**src/rtl/fifo_rt.sv**
```systemverilog
module fifo_rt #(
  parameter int WIDTH = 9,
  parameter int DEPTH = 512
) (
  input  logic             clk,
  input  logic             rst_n,
  input  logic             wr_en,
  input  logic [WIDTH-1:0] wr_data,
  input  logic             rd_en,
  output logic [WIDTH-1:0] rd_data,
  input  logic             rt_n,
  input  logic             hf_mode,
  output logic             empty,
  output logic             full,
  output logic             hf_xo
);
  localparam int AW = $clog2(DEPTH);
  localparam int HALF_MARK = DEPTH / 2 + 1;

  logic [WIDTH-1:0] mem [DEPTH];
  logic [AW:0] wptr, rptr, count;
  logic wr_ok, rd_ok;

  assign count = wptr - rptr;
  assign empty = (count == '0);
  assign full  = (count == (AW+1)'(DEPTH));
  assign hf_xo = hf_mode && (count >= (AW+1)'(HALF_MARK));

  assign wr_ok = wr_en && !full;
  assign rd_ok = rd_en && !empty && rt_n;

  always_ff @(posedge clk) begin
    if (wr_ok) mem[wptr[AW-1:0]] <= wr_data;
  end

  always_ff @(posedge clk or negedge rst_n) begin
    if (!rst_n) begin
      wptr    <= '0;
      rptr    <= '0;
      rd_data <= '0;
    end else begin
      if (wr_ok) wptr <= wptr + 1'b1;
      if (!rt_n) rptr <= '0;
      else if (rd_ok) begin
        rptr    <= rptr + 1'b1;
        rd_data <= mem[rptr[AW-1:0]];
      end
    end
  end

  AST_FULL_BLOCKS_WRITE: assert property (@(posedge clk) disable iff (!rst_n)
    full && wr_en |=> wptr == $past(wptr));
  AST_EMPTY_BLOCKS_READ: assert property (@(posedge clk) disable iff (!rst_n)
    empty && rd_en && rt_n |=> rptr == $past(rptr) && $stable(rd_data));
  AST_RT_REWIND: assert property (@(posedge clk) disable iff (!rst_n)
    !rt_n |=> rptr == '0);
  AST_FLAGS_EXCLUSIVE: assert property (@(posedge clk) disable iff (!rst_n)
    !(empty && full));
  AST_NO_OVERFLOW: assert property (@(posedge clk) disable iff (!rst_n)
    count <= (AW+1)'(DEPTH));
  AST_IDLE_HOLDS_DATA: assert property (@(posedge clk) disable iff (!rst_n)
    !rd_en |=> $stable(rd_data));
endmodule

```
**config.mk**
```make
export PLATFORM = sky130hd
export DESIGN_NAME = fifo_rt
export DESIGN_NICKNAME = d
export VERILOG_FILES = /design/src/rtl/fifo_rt.sv
export SDC_FILE = /design/constraint.sdc
export NUM_CORES = 2
export LEC_CHECK = 0
export ABC_CLOCK_PERIOD_IN_PS = 4600
export BUFFER_PORTS_ARGS = -buffer_cell sky130_fd_sc_hd__buf_2
export CORE_MARGIN = 2
export CORE_UTILIZATION = 30
export CTS_BUF_LIST = sky130_fd_sc_hd__clkbuf_2 sky130_fd_sc_hd__clkbuf_4 sky130_fd_sc_hd__clkbuf_8
export DETAILED_ROUTE_END_ITERATION = 10
export PLACE_DENSITY_LB_ADDON = 0.15
export REMOVE_ABC_BUFFERS = 1
export SKIP_LAST_GASP = 1
export SYNTH_ARGS = -nofsm -noshare
export SYNTH_HDL_FRONTEND = slang
export SYNTH_MEMORY_MAX_BITS = 65536
export SYNTH_SLANG_ARGS = --single-unit
```
**constraint.sdc**
```tcl
create_clock -name clk -period 4.6 [get_ports clk]
set_input_delay 0.23 -clock clk [delete_from_list [all_inputs] [get_ports clk]]
set_output_delay 0.23 -clock clk [all_outputs]
set_load 0.01 [all_outputs]
```
== Word level (Yosys, flattened, before mapping) ==
Memory sizes are Yosys's and may differ from the RTL's. A register that Yosys moved wholly into a read port is not among the register bits.
Index checks and enable logic that the tools add are counted.
W data, S select, Z words.
Cells by class
  add/sub/neg operators: 3
  order comparisons: 1
  reductions and logical operators: 9
  muxes and demuxes: 4
  equal/unequal tests: 2
Operators with widths (count)
  $add A10 B1 Y10 const B: 2
  $mux W10: 2
  $eq A10 B10 Y1 const B: 1
  $ge A10 B9 Y1 const B: 1
  $logic_not A10 Y1: 1
  $sub A10 B10 Y10: 1
  $logic_and A1 B1 Y1: 4
  $logic_not A1 Y1: 3
  $mux W1: 2
  $ne A2 B1 Y1 const B: 1
  $reduce_and A2 Y1: 1
Word-level totals
  bits in writable memories: 4608
  word-level logic and storage cells: 22
  flip-flop bits (word level): 20
  output and inout port bits: 12
  memories kept: 1
Memories
  mem: words 512, bits a word 9, read ports 1, clocked after memory_dff 1, write ports 1, RTL line 20  | logic [WIDTH-1:0] mem [DEPTH];

== Depth between registers and ports, before layout ==
  word-level depth: 7
  gate-level depth with buffers: 18
  gate-level depth less buffers: 11

== Worst setup path after synthesis ==
Ideal clock, no wire load.
  path type: register -> register
  from: register rptr[1]
  to: memory mem[106][0] (enable)
  path slack: 0.151 ns
  library setup time: 0.374 ns
  cell stages (with the launch flop): 19
  arrival time: 4.075 ns
  required time: 4.226 ns
  clock period less this slack: 4.449 ns
  cells stage by stage: dfrtp_1 buf_2 buf_4 buf_2 buf_2 buf_2 buf_2 inv_1 ha_1 nor2b_1 o2111ai_1 a21oi_1 o211ai_1 a21oi_1 o2111ai_2 buf_2 nand4_2 buf_4 nor2_1
Between the ends
  word-level cells in the longest chain between the ends: 6
RTL lines
  start: declaration: RTL line 21  | logic [AW:0] wptr, rptr, count;
  start signal: assignment: RTL line 45  | rptr <= rptr + 1'b1;
  $sub A10 B10 Y10: RTL line 24  | assign count = wptr - rptr;
  $eq A10 B10 Y1: RTL line 26  | assign full = (count == (AW+1)'(DEPTH));
  $logic_not A1 Y1: RTL line 29  | assign wr_ok = wr_en && !full;
  $logic_and A1 B1 Y1: RTL line 29
  $mux W1: RTL line 33  | if (wr_ok) mem[wptr[AW-1:0]] <= wr_data;
  $mux W1 (implied by the code): RTL line 33
  end: declaration: RTL line 20
Every way passes these cells.

== Worst setup path after layout ==
  from: register rptr[3]
  to: register rd_data[8] (read register of mem)
Between the ends
  word-level cells in the longest chain between the ends: 6
RTL lines
  $sub A10 B10 Y10: RTL line 24
  $logic_not A10 Y1: RTL line 25  | assign empty = (count == '0);
  $logic_not A1 Y1: RTL line 30  | assign rd_ok = rd_en && !empty && rt_n;
  $logic_and A1 B1 Y1 (2 in a row): RTL line 30
  $reduce_and A2 Y1 (no source line)
  end: declaration: RTL line 10  | output logic [WIDTH-1:0] rd_data,
Several ways; a longest one is shown, not always the timed one.
A chain may end at the register's enable or synchronous reset.

==> flow_metrics.py <==
metrics = {
    "run_status": {
        "status": "complete, no violations",
    },
    "timing": {
        "finalSetupTns_ns": 0,
        "hold_viol": 0,
        "fmax_mhz": 222,
        "drv_slew": 0,
        "setup_viol": 0,
        "tightestPinTransition_ns": 1.42,
        "rsz0062_at_grt": "yes",
        "fin_crit_ns": 4.51,
        "period_share_pct": 98.1,
        "finClkSkew_ns": 0.138,
        "relSlewSlack_pct": 5.41,
    },
    "worst_setup_path": {
        "ff2ff_path_depth": 10,
        "startpoint": "rptr[3]",
        "cp.arrival_ns": 5.70,
        "cpMaxStageDelayCell": "nand3_1",
        "crit_type": "register to register",
        "crit-reg2reg-launch": "rptr[3]",
        "endpoint_kind": "register",
        "crit_top_cell": "buf_4",
        "path_max_fanout": 23,
        "critPathMaxStageDelay_ns": 0.86,
        "cp_cell_sequence": "buf_4 > nor2b_1 > nand3_1 > buf_4 > nor4_1 > nor3_1 > nand4_1 > buf_4 > o32ai_1 > mux2_2",
        "worstPathRequired_ns": 5.78,
        "critPathLaunchType": "register",
    },
    "routing": {
        "drcViolationCount": 0,
        "post_drt_wl_per_cell_um": 29.3,
        "drt-vias-per-instance": 4.98,
        "drtIter0Drc": 8171,
        "via_count": 90600,
        "drt_wl_total_mm": 534,
        "detail-route-antenna-nets": 0,
        "firstDrtPassIters": 5,
    },
    "global_routing": {
        "grt_max_degree": 180,
        "grt_pass1_wl_mm": 747,
        "grt_pass1_vias": 94800,
        "globalRouteOverflowTotal": 0,
        "grt_usage_pct": 17.2,
        "antenna_found_initial": 28,
    },
    "yosys": {
        "synthFlopType": "edfxtp_1",
        "synth.avg_cell_area_sq_um": 20.7,
        "synth-async-reset-ratio_pct": 0.625,
        "synth_top_area_share_pct": 77.3,
        "synthTopCellsByArea": "edfxtp_1, mux4_2, mux2i_1",
        "synth-seq-area-share_pct": 77.7,
        "yosys.area.top_type": "edfxtp_1",
        "synthCells": 8636,
        "synth_enable_flop_cells": 4608,
        "ys_ff_latch": 4637,
        "synthDistinctLibCells": 65,
        "ys.warnings.count": 0,
        "syn_area_sq_um": 179000,
    },
    "floorplan": {
        "die_h_um": 777,
        "core_area_sq_um": 595000,
        "ios": 27,
        "placementRows": 283,
        "die_x_um": 777,
        "dieArea_sq_um": 603000,
        "start_util_pct": 30.1,
    },
    "clock_tree": {
        "cts_tree": "built",
        "cts_sinks": 4637,
        "h-tree-depth": 6,
        "clk_root_buffer_cell": "clkbuf_8",
        "cts.reportedPaths.clkPinSlew_ns": 0.06,
        "clkLatencyLatePin_ns": 1.34,
        "max-clock-path-buffers": 4,
        "cts_buffers": 776,
    },
    "place": {
        "place_hpwl_mm": 316,
        "port_buffers": 26,
        "routabilityCongestion": 0.783,
    },
    "finish": {
        "drive_above_1_share_pct": 28.6,
        "syn_to_final_growth_pct": 17.1,
        "final_util_pct": 35.3,
        "fin_nets": 9747,
        "fillers": 55000,
    },
    "pwr": {
        "vdd_ir_drop_max_mv": 0.314,
        "leakage_nw": 65.3,
        "powerDensity_nw_per_um2": 436,
    },
    "hold_path": {
        "hp-start": "wr_data[1]",
        "hold_path_class": "primary input to register",
        "min_path_cells": 2,
    },
    "run": {
        "maxCapViolations": 0,
    },
}
synth_stat cells, types with 27 or more instances:
master and n:
edfxtp_1 4608, mux4_2 856, mux2i_1 646, nor2_1 552, o22ai_1 321, nand2_1 236
clkbuf_1 205, a22oi_1 176, buf_4 116, buf_2 114, a22o_1 88, a21oi_1 77
nor3_1 76, a2111oi_0 67, nor4_1 61, buf_6 51, o211ai_1 48, buf_1 45
a221oi_1 40, dfrtp_1 29, nand4_1 27
what timing repair did:
action / CTS / global route
hold endpoints to repair: 4171 / 0
pin swaps: 5 / 2
hold buffers: 32 / 0
resized for setup: 28 / 28
gates cloned: 3 / 0
setup buffers: 6 / 0
setup endpoints to repair: 26 / 295
per-stage QoR:
stage                     power [W]  cells  cell area, sq um  hold slack (ns)  setup slack [ns]
after global routing         0.0948  18200            210000           0.0104           -0.0203
after global placement       0.0557  16700            194000            0.407            -0.834
after CTS                    0.0927  18200            210000         0.000848            -0.167
after floorplan              0.0548   8100            176000          -0.0656            -50.52
after detailed placement     0.0557  16700            194000            0.411            -0.855
final                        0.0915  18200            210000            0.105            0.0859
where the power goes:
part | total (W) | switching, W | internal (W)
sequential | 0.0470 | 0.000233 | 0.0467
clock | 0.0366 | 0.0173 | 0.0194
combinational | 0.00788 | 0.00503 | 0.00285
total | 0.0915 | 0.0225 | 0.0690
final timing paths:
kind,to,slack (ns)
worst max register to register,rd_data[8],0.09
worst min-delay path,mem[317][1],0.10
max in group asynchronous,rptr[3],3.57
worst max-delay path,rd_data[8],0.09
min in group asynchronous,wptr[3],0.57
worst min register to register,rd_data[2],0.54
layout make-up:
class	count	area [sq um]	share of cell area [%]
sequential	4637	139000	66.3
multi-input combinational	3450	37300	17.8
clock buffer	1023	12600	6.01
tap	7837	9810	4.68
timing repair buffer	839	7990	3.81
clock inverter	372	2800	1.34
inverter	13	55.1	0.0263
antenna	11	27.5	0.0131
cell usage in the layout, fill, tap and decap left out, types with 23 or more instances in the layout:
cell	synthesis	layout
a2111oi_0	67	44
dlygate4sd3_1	0	26
clkinv_2	0	81
bufinv_16	0	24
mux4_2	856	856
nor2_1	552	519
a22oi_1	176	176
mux2i_1	646	646
o22ai_1	321	321
a22o_1	88	88
clkinv_1	1	211
buf_12	2	110
nand4_1	27	27
a21oi_1	77	76
buf_4	116	664
nor4_1	61	61
edfxtp_1	4608	4608
nand2_1	236	233
o211ai_1	48	48
clkbuf_4	1	237
dfrtp_1	29	24
a221oi_1	40	39
o21ai_0	23	23
clkbuf_8	0	786
nor3_1	76	74
nor2_2	1	28
metal layers:
metal	routed length [um]	track usage [%]	vias up	share of wire [%]
met2	259000	28.7	2601	48
met4	12100	3.88	2	2.3
li1	-	-	38300	-
met5	13	0	-	0.0024
met3	26200	2.52	718	4.9
met1	237000	24.0	49000	44
cell families after synthesis:
kind of cell,after synthesis,share of synthesized area [%]
DFF,4637,77.7
xor gates and xnor gates,13,0.0636
adders and majority gates,15,0.109
AOI/OAI and AO/OA,876,3.50
buffers and inverters,549,1.72
muxes,1513,14.4
and+or+nand+nor,1033,2.50
critical path, delay by kind of cell (launching register included):
kind | cells | cell delay (ns)
flops | 1 | 0.47
mux | 1 | 0.31
compound gates | 1 | 0.07
simple gates | 5 | 2.53
buf+inv | 3 | 0.96
state kept, by name, summed over array words and instances (netlist names):
name     cells
mem       4608
rd_data      9
rptr        10
wptr        10
(Power assumes the default switching activity.)
